**src/rtl/txp_pkg.sv**
```systemverilog
package txp_pkg;
  localparam int unsigned WORD_W      = 16;
  localparam int unsigned LEN_FIELD_W = 12;
  localparam int unsigned CNT_W       = LEN_FIELD_W + 1;

  localparam int unsigned F_ENP = 0;
  localparam int unsigned F_STP = 1;
  localparam int unsigned F_ERR = 6;
  localparam int unsigned F_OWN = 7;

  localparam logic [WORD_W-1:0] MISC_BUF_UFLO = 16'hC000;

  typedef enum logic [2:0] {
    S_IDLE, S_RD_FLAG, S_RD_ADDR, S_RD_LEN, S_STREAM, S_WR_MISC, S_WR_FLAG
  } state_e;

  // negative 12-bit length to byte count; 0 maps to full 4096
  function automatic logic [CNT_W-1:0] len_to_count(input logic [LEN_FIELD_W-1:0] f);
    len_to_count = {1'b1, {LEN_FIELD_W{1'b0}}} - {1'b0, f};
  endfunction
endpackage

```
**src/rtl/txp_ring_index.sv**
```systemverilog
module txp_ring_index #(
  parameter int unsigned LOG_W = 3,
  localparam int unsigned IDX_W = (1 << LOG_W) - 1
) (
  input  logic             clk_i,
  input  logic             rst_ni,
  input  logic             adv_i,
  input  logic [LOG_W-1:0] log2_i,
  output logic [IDX_W-1:0] idx_o
);
  logic [IDX_W-1:0] idx_q, mask;

  assign mask  = ~({IDX_W{1'b1}} << log2_i);
  assign idx_o = idx_q & mask;

  always_ff @(posedge clk_i or negedge rst_ni) begin
    if (!rst_ni)    idx_q <= '0;
    else if (adv_i) idx_q <= (idx_o + 1'b1) & mask;
  end

  a_r8_wrap: assert property (@(posedge clk_i) disable iff (!rst_ni)
    adv_i && (idx_o == mask) |=> (idx_o == '0) || !$stable(log2_i));
endmodule

```
**src/rtl/txp_byte_emit.sv**
```systemverilog
module txp_byte_emit import txp_pkg::*; #(
  parameter int unsigned ADDR_W = 24
) (
  input  logic              clk_i,
  input  logic              rst_ni,
  input  logic              start_i,
  input  logic [ADDR_W-1:0] start_addr_i,
  input  logic [CNT_W-1:0]  start_cnt_i,
  input  logic              sop_en_i,
  input  logic              eop_en_i,
  input  logic              word_we_i,
  input  logic [WORD_W-1:0] word_i,
  output logic              need_word_o,
  output logic [ADDR_W-1:0] fetch_addr_o,
  output logic              done_o,
  output logic [7:0]        tx_data_o,
  output logic              tx_valid_o,
  output logic              tx_sop_o,
  output logic              tx_eop_o,
  input  logic              tx_ready_i
);
  logic              active_q, have_q, first_q, sop_en_q, eop_en_q;
  logic [ADDR_W-1:0] addr_q;
  logic [CNT_W-1:0]  cnt_q;
  logic [WORD_W-1:0] word_q;
  logic              last, hs;

  assign last         = (cnt_q == CNT_W'(1));
  assign tx_valid_o   = active_q & have_q;
  assign hs           = tx_valid_o & tx_ready_i;
  assign tx_data_o    = addr_q[0] ? word_q[7:0] : word_q[15:8];
  assign tx_sop_o     = tx_valid_o & first_q & sop_en_q;
  assign tx_eop_o     = tx_valid_o & last & eop_en_q;
  assign need_word_o  = active_q & ~have_q;
  assign fetch_addr_o = {addr_q[ADDR_W-1:1], 1'b0};
  assign done_o       = hs & last;

  always_ff @(posedge clk_i or negedge rst_ni) begin
    if (!rst_ni) begin
      active_q <= 1'b0;
      have_q   <= 1'b0;
      first_q  <= 1'b0;
      sop_en_q <= 1'b0;
      eop_en_q <= 1'b0;
      addr_q   <= '0;
      cnt_q    <= '0;
      word_q   <= '0;
    end else if (start_i) begin
      active_q <= 1'b1;
      have_q   <= 1'b0;
      first_q  <= 1'b1;
      sop_en_q <= sop_en_i;
      eop_en_q <= eop_en_i;
      addr_q   <= start_addr_i;
      cnt_q    <= start_cnt_i;
    end else begin
      if (word_we_i) begin
        word_q <= word_i;
        have_q <= 1'b1;
      end
      if (hs) begin
        cnt_q   <= cnt_q - 1'b1;
        addr_q  <= addr_q + 1'b1;
        first_q <= 1'b0;
        if (addr_q[0] || last) have_q <= 1'b0;
        if (last) active_q <= 1'b0;
      end
    end
  end

  a_r5_hold: assert property (@(posedge clk_i) disable iff (!rst_ni)
    tx_valid_o && !tx_ready_i |=> tx_valid_o && $stable(tx_data_o)
                                  && $stable(tx_sop_o) && $stable(tx_eop_o));
  a_r3_cnt_live: assert property (@(posedge clk_i) disable iff (!rst_ni)
    active_q |-> cnt_q != '0);
endmodule

```
**src/rtl/tx_ring_poller.sv**
```systemverilog
module tx_ring_poller import txp_pkg::*; #(
  parameter int unsigned ADDR_W = 24,
  parameter int unsigned LOG_W  = 3
) (
  input  logic              clk_i,
  input  logic              rst_ni,
  input  logic              demand_i,
  input  logic [ADDR_W-1:0] ring_base_i,
  input  logic [LOG_W-1:0]  ring_log2_i,
  output logic              mem_req_o,
  output logic              mem_we_o,
  output logic [ADDR_W-1:0] mem_addr_o,
  output logic [WORD_W-1:0] mem_wdata_o,
  input  logic              mem_gnt_i,
  input  logic [WORD_W-1:0] mem_rdata_i,
  output logic [7:0]        tx_data_o,
  output logic              tx_valid_o,
  output logic              tx_sop_o,
  output logic              tx_eop_o,
  input  logic              tx_ready_i,
  output logic              tx_int_o
);
  localparam int unsigned IDX_W = (1 << LOG_W) - 1;

  state_e            state_q, state_d;
  logic [7:0]        flag_q, hi_q, flag_new;
  logic [15:0]       lo_q;
  logic              pend_q, tint_q, err_w;
  logic [IDX_W-1:0]  idx;
  logic [ADDR_W-1:0] desc_addr, fetch_addr;
  logic              need_word, emit_done, emit_start, word_we, adv;

  txp_ring_index #(.LOG_W(LOG_W)) i_index (
    .clk_i, .rst_ni, .adv_i(adv), .log2_i(ring_log2_i), .idx_o(idx)
  );

  assign emit_start = (state_q == S_RD_LEN) & mem_gnt_i;
  assign word_we    = (state_q == S_STREAM) & mem_gnt_i;
  assign adv        = (state_q == S_WR_FLAG) & mem_gnt_i;

  txp_byte_emit #(.ADDR_W(ADDR_W)) i_emit (
    .clk_i, .rst_ni,
    .start_i(emit_start),
    .start_addr_i(ADDR_W'({hi_q, lo_q})),
    .start_cnt_i(len_to_count(mem_rdata_i[LEN_FIELD_W-1:0])),
    .sop_en_i(flag_q[F_STP]),
    .eop_en_i(flag_q[F_ENP]),
    .word_we_i(word_we),
    .word_i(mem_rdata_i),
    .need_word_o(need_word),
    .fetch_addr_o(fetch_addr),
    .done_o(emit_done),
    .tx_data_o, .tx_valid_o, .tx_sop_o, .tx_eop_o, .tx_ready_i
  );

  assign desc_addr = ring_base_i + ADDR_W'({idx, 3'b000});
  assign err_w     = flag_q[F_STP] & ~flag_q[F_ENP];

  always_comb begin
    flag_new        = flag_q;
    flag_new[F_OWN] = 1'b0;
    if (err_w) flag_new[F_ERR] = 1'b1;
  end

  always_comb begin
    mem_req_o   = 1'b0;
    mem_we_o    = 1'b0;
    mem_addr_o  = desc_addr;
    mem_wdata_o = '0;
    unique case (state_q)
      S_RD_FLAG: begin mem_req_o = 1'b1; mem_addr_o = desc_addr + ADDR_W'(2); end
      S_RD_ADDR: mem_req_o = 1'b1;
      S_RD_LEN:  begin mem_req_o = 1'b1; mem_addr_o = desc_addr + ADDR_W'(4); end
      S_STREAM:  begin mem_req_o = need_word; mem_addr_o = fetch_addr; end
      S_WR_MISC: begin
        mem_req_o   = 1'b1;
        mem_we_o    = 1'b1;
        mem_addr_o  = desc_addr + ADDR_W'(6);
        mem_wdata_o = err_w ? MISC_BUF_UFLO : '0;
      end
      S_WR_FLAG: begin
        mem_req_o   = 1'b1;
        mem_we_o    = 1'b1;
        mem_addr_o  = desc_addr + ADDR_W'(2);
        mem_wdata_o = {flag_new, hi_q};
      end
      default: ;
    endcase
  end

  always_comb begin
    state_d = state_q;
    unique case (state_q)
      S_IDLE:    if (demand_i || pend_q) state_d = S_RD_FLAG;
      S_RD_FLAG: if (mem_gnt_i) state_d = mem_rdata_i[8+F_OWN] ? S_RD_ADDR : S_IDLE;
      S_RD_ADDR: if (mem_gnt_i) state_d = S_RD_LEN;
      S_RD_LEN:  if (mem_gnt_i) state_d = S_STREAM;
      S_STREAM:  if (emit_done) state_d = S_WR_MISC;
      S_WR_MISC: if (mem_gnt_i) state_d = S_WR_FLAG;
      S_WR_FLAG: if (mem_gnt_i) state_d = S_RD_FLAG;
      default:   state_d = S_IDLE;
    endcase
  end

  always_ff @(posedge clk_i or negedge rst_ni) begin
    if (!rst_ni) begin
      state_q <= S_IDLE;
      flag_q  <= '0;
      hi_q    <= '0;
      lo_q    <= '0;
      pend_q  <= 1'b0;
      tint_q  <= 1'b0;
    end else begin
      state_q <= state_d;
      tint_q  <= adv;
      if (state_q == S_IDLE) pend_q <= 1'b0;
      else if (demand_i)     pend_q <= 1'b1;
      if (state_q == S_RD_FLAG && mem_gnt_i) begin
        flag_q <= mem_rdata_i[15:8];
        hi_q   <= mem_rdata_i[7:0];
      end
      if (state_q == S_RD_ADDR && mem_gnt_i) lo_q <= mem_rdata_i;
    end
  end

  assign tx_int_o = tint_q;

  a_r10_even_addr: assert property (@(posedge clk_i) disable iff (!rst_ni)
    mem_req_o |-> !mem_addr_o[0]);
  a_r10_req_hold: assert property (@(posedge clk_i) disable iff (!rst_ni)
    mem_req_o && !mem_gnt_i |=> mem_req_o && $stable(mem_addr_o) && $stable(mem_we_o));
  a_r4_stream_phase: assert property (@(posedge clk_i) disable iff (!rst_ni)
    tx_valid_o |-> state_q == S_STREAM);
  a_r6_int_pulse: assert property (@(posedge clk_i) disable iff (!rst_ni)
    tx_int_o |=> !tx_int_o);
endmodule

```
**config.mk**
```make
export PLATFORM = sky130hd
export DESIGN_NAME = tx_ring_poller
export DESIGN_NICKNAME = d
export VERILOG_FILES = /design/src/rtl/txp_pkg.sv /design/src/rtl/txp_ring_index.sv /design/src/rtl/txp_byte_emit.sv /design/src/rtl/tx_ring_poller.sv
export SDC_FILE = /design/constraint.sdc
export NUM_CORES = 1
export LEC_CHECK = 0
export BUFFER_PORTS_ARGS = -buffer_cell sky130_fd_sc_hd__buf_2
export CAP_MARGIN = 20
export CORE_AREA = 4 4 142 117
export CTS_CLUSTER_SIZE = 40
export DETAILED_ROUTE_END_ITERATION = 16
export DIE_AREA = 0 0 146 121
export GPL_TIMING_DRIVEN = 0
export HOLD_SLACK_MARGIN = 0.05
export PLACE_DENSITY = 0.7
export SLEW_MARGIN = 10
export SYNTH_ARGS = -nofsm -noshare
export SYNTH_HDL_FRONTEND = slang
export SYNTH_SLANG_ARGS = --single-unit
```
**constraint.sdc**
```tcl
create_clock -name clk_i -period 4.1 [get_ports clk_i]
set_input_delay 0 -clock clk_i [delete_from_list [all_inputs] [get_ports clk_i]]
set_output_delay 0 -clock clk_i [all_outputs]
set_load 0.005 [all_outputs]
```
==> reports/qor.csv <==
metric;value;unit
switching fraction of total power;0.428;
share of the synthesized area in the top cell type;0.337;
Main synth FF type;dfrtp_1;
die span in x;146;um
clock latency at the later pin of the worst-skew pair;0.37;ns
setup ws final;0.00954;ns
H-tree depth;3;
DRT Pass-1 Iters;5;
Num CTS Buffers;9;
Max Slew Vio Count;0;
Clk pwr share;0.158;
Avg Vias per Cell;6.13;
area growth from synthesis to layout;27.5;%
min Tclk post-route;4.09;ns
die outline height;121;um
Slew Limit Headroom;0.398;
Core Box Area;15300;sq um
synth top area cells;dfrtp_1 34%, mux2_2 8.7%, xnor2_1 5.7%, nand2_1 4.3%, a21oi_1 4.2%;
min-delay worst type;in -> reg;
CP startpoint kind;flop;
status;completed;
Synth warnings;0;
count leader, synth;dfrtp_1;
Int Power;0.00325;W
pwr dens;595;nW/um^2
Final Cycle Share;0.998;
Worst Path Arrival;4.09;ns
grt total ovfl;0;
initial antenna violation count;0;
largest net degree at the start of global routing;71;
Final setup viols;0;
Crit Path Category;reg -> out;
Seq pwr share;0.328;
Comb pwr share;0.514;
Placer Congestion;0.941;
Place WS;-0.692;ns
row count;41;
first-pass GRT wire length;36.8;mm
Lkg Pwr;4.02;nW
Synth cell types;74;
average cell area after synthesis;8.54;sq um
Boundary Pins;102;
IO Port Bufs;97;
Setup TNS Final;0;ns
share of layout cells above drive strength 1;0.288;
CTS clk-pin slew, worst paths;0.08;ns
post-route ant nets;0;
max cap viols;0;
Async SR Flop Fraction;1.00;
TritonCTS clock tree;built;
clock root buffer;clkbuf_16;
placed inst area;8260;sq um
Initial Utilization;0.489;
1st-iter DRT viols;760;
nets;1097;
# fillers;1323;
# clock sinks;101;
Tot Pwr;0.00569;W
FMAX;0.244;GHz
most common library cells after synthesis;101 x dfrtp_1, 85 x nand2_1, 81 x nor2_1;
number of hold violations in the final report;0;
# DRC;0;
maximum clock path buffer count;2;
wire per inst;19.2;um
Yosys top cell by area;dfrtp_1;
Post-synth EDFFs;0;
Mapped Area;7500;sq um
design area;9560;sq um
Tightest Pin Transition;0.896;ns
Peak VDD IR;0.353;mV
GR Util All Layers;0.259;
CP endpoint kind;primary output;
Mapped Nets;940;
Worst Path Max Fanout;6;
cell count after synthesis;878;
die area;17700;sq um
NetSw;0.00243;W
RSZ-0062 raised after global routing;true;
Clock Skew;0.00999;ns
number of synthesized register bits;101;
DR vias;7553;
Detail Placement HPWL;17.1;mm
vias in the first global route;6982;
diode count;0;
sequential share of the synthesized area;0.337;
drt total wl;23.7;mm
WP data required;4.10;ns
==> power by group through the flow <==
stage                     logic (W)  registers (W)  clock network [W]
after floorplan             0.00180        0.00175                  0
after global placement      0.00253        0.00186                  0
after detailed placement    0.00257        0.00188                  0
after CTS                   0.00269        0.00186           0.000911
after global routing        0.00319        0.00193           0.000946
final                       0.00292        0.00187           0.000897
==> area by class of cell <==
class / instances / area (sq um) / share of cell area
multi-input combinational: 699 / 5190 / 0.543
sequential: 101 / 2530 / 0.264
timing repair buffer: 150 / 961 / 0.101
tap: 193 / 241 / 0.0253
clock buffer: 9 / 225 / 0.0236
buffer: 44 / 211 / 0.0221
inverter: 30 / 116 / 0.0122
clock inverter: 7 / 88.8 / 0.00929
==> per-stage QoR <==
step / hold slack [ns] / std cells / utilization
floorplan: -0.296 / 878 / -
global placement: 0.280 / 1168 / 0.536
detailed placement: -0.0875 / 1169 / 0.538
CTS: 0.0561 / 1213 / 0.591
global route: 0.0607 / 1233 / 0.623
finish: 0.0520 / 1233 / 0.623
==> path summary, 6_finish.rpt <==
| kind | from | to | slack [ns] | cells after the start |
|---|---|---|---|---|
| worst min-delay path | mem_rdata_i[6] | i_emit.word_q[6] | 0.05 | 2 |
| worst max-delay path | i_index.idx_q[3] | mem_addr_o[12] | 0.01 | 14 |
| min in group asynchronous | rst_ni | tx_int_o | 0.08 | 2 |
| worst min register to register | flag_q[2] | flag_q[2] | 0.50 | 1 |
| worst max register to register | state_q[0] | i_emit.word_q[14] | 1.55 | 6 |
| max in group asynchronous | rst_ni | i_emit.addr_q[12] | 3.36 | 3 |
==> flip-flops by register name, summed over array words and instances (netlist names), 3 cells and up <==
| name | cells |
|---|---|
| i_index.idx_q | 7 |
| i_emit.addr_q | 24 |
| i_emit.cnt_q | 13 |
| lo_q | 16 |
| state_q | 3 |
| i_emit.word_q | 16 |
| flag_q | 7 |
| hi_q | 8 |
==> cell families (layout without fill, tap and decap cells) <==
kind of cell | after synthesis | count (layout) | synth area share
compound gates | 205 | 205 | 0.185
xor+xnor | 75 | 75 | 0.0876
fa+ha+maj | 14 | 14 | 0.0254
buf+inv | 78 | 240 | 0.0402
flops | 101 | 101 | 0.337
mux | 63 | 63 | 0.0938
simple gates | 342 | 342 | 0.231
==> placed cells by master, fill, tap and decap left out, types with 5 or more instances in the layout <==
cell type and count:
o31ai_1 6, or3_1 7, buf_2 102, o211ai_1 5, a221oi_1 5, nor4_1 7, and2_1 27, nor3_1 17
xnor2_1 47, nand3_1 19, nand4_1 16, ha_1 7, clkbuf_1 23, buf_1 6, nand2b_1 10, dfrtp_1 101
mux2i_1 5, o21ai_0 30, nor2_1 78, or4_1 8, xor2_1 25, buf_4 35, inv_1 27, and3_1 16
nand2_1 80, clkbuf_16 9, mux2_2 58, dlygate4sd3_1 19, o21ai_1 5, a31oi_1 6, o22ai_1 5, nand3b_1 5
o31ai_2 5, a21o_1 10, a21oi_1 60, or4_4 5, nor2b_1 6
==> what timing repair did <==
item,4_1_cts,5_1_grt
resized for setup,51,79
hold buffers,19,0
setup buffers,13,21
endpoints found under the setup margin,15,12
endpoints found under the hold margin,152,0
pin swaps,10,27
==> worst max-delay path: stages (launching register included) <==
cell	delay, ns
dfrtp_1	0.44
nand2_1	0.12
inv_1	0.10
ha_4	0.33
buf_4	0.13
nand2_1	0.05
o22ai_1	0.45
o31ai_4	0.16
xor2_4	0.21
or4_4	0.58
buf_6	0.16
nor3_4	0.27
a211oi_2	0.07
a2111oi_2	0.47
buf_2	0.19
==> routing by layer <==
| metal | vias up | share of wire | GRT usage | routed length, um |
|---|---|---|---|---|
| li1 | 3509 | - | - | - |
| met2 | 316 | 0.45 | 0.388 | 10600 |
| met1 | 3693 | 0.46 | 0.390 | 11000 |
| met4 | 0 | 0.017 | 0.0564 | 412 |
| met5 | - | 0 | 0 | 0 |
| met3 | 35 | 0.074 | 0.0489 | 1750 |
Power figures use the tool's default switching activity.
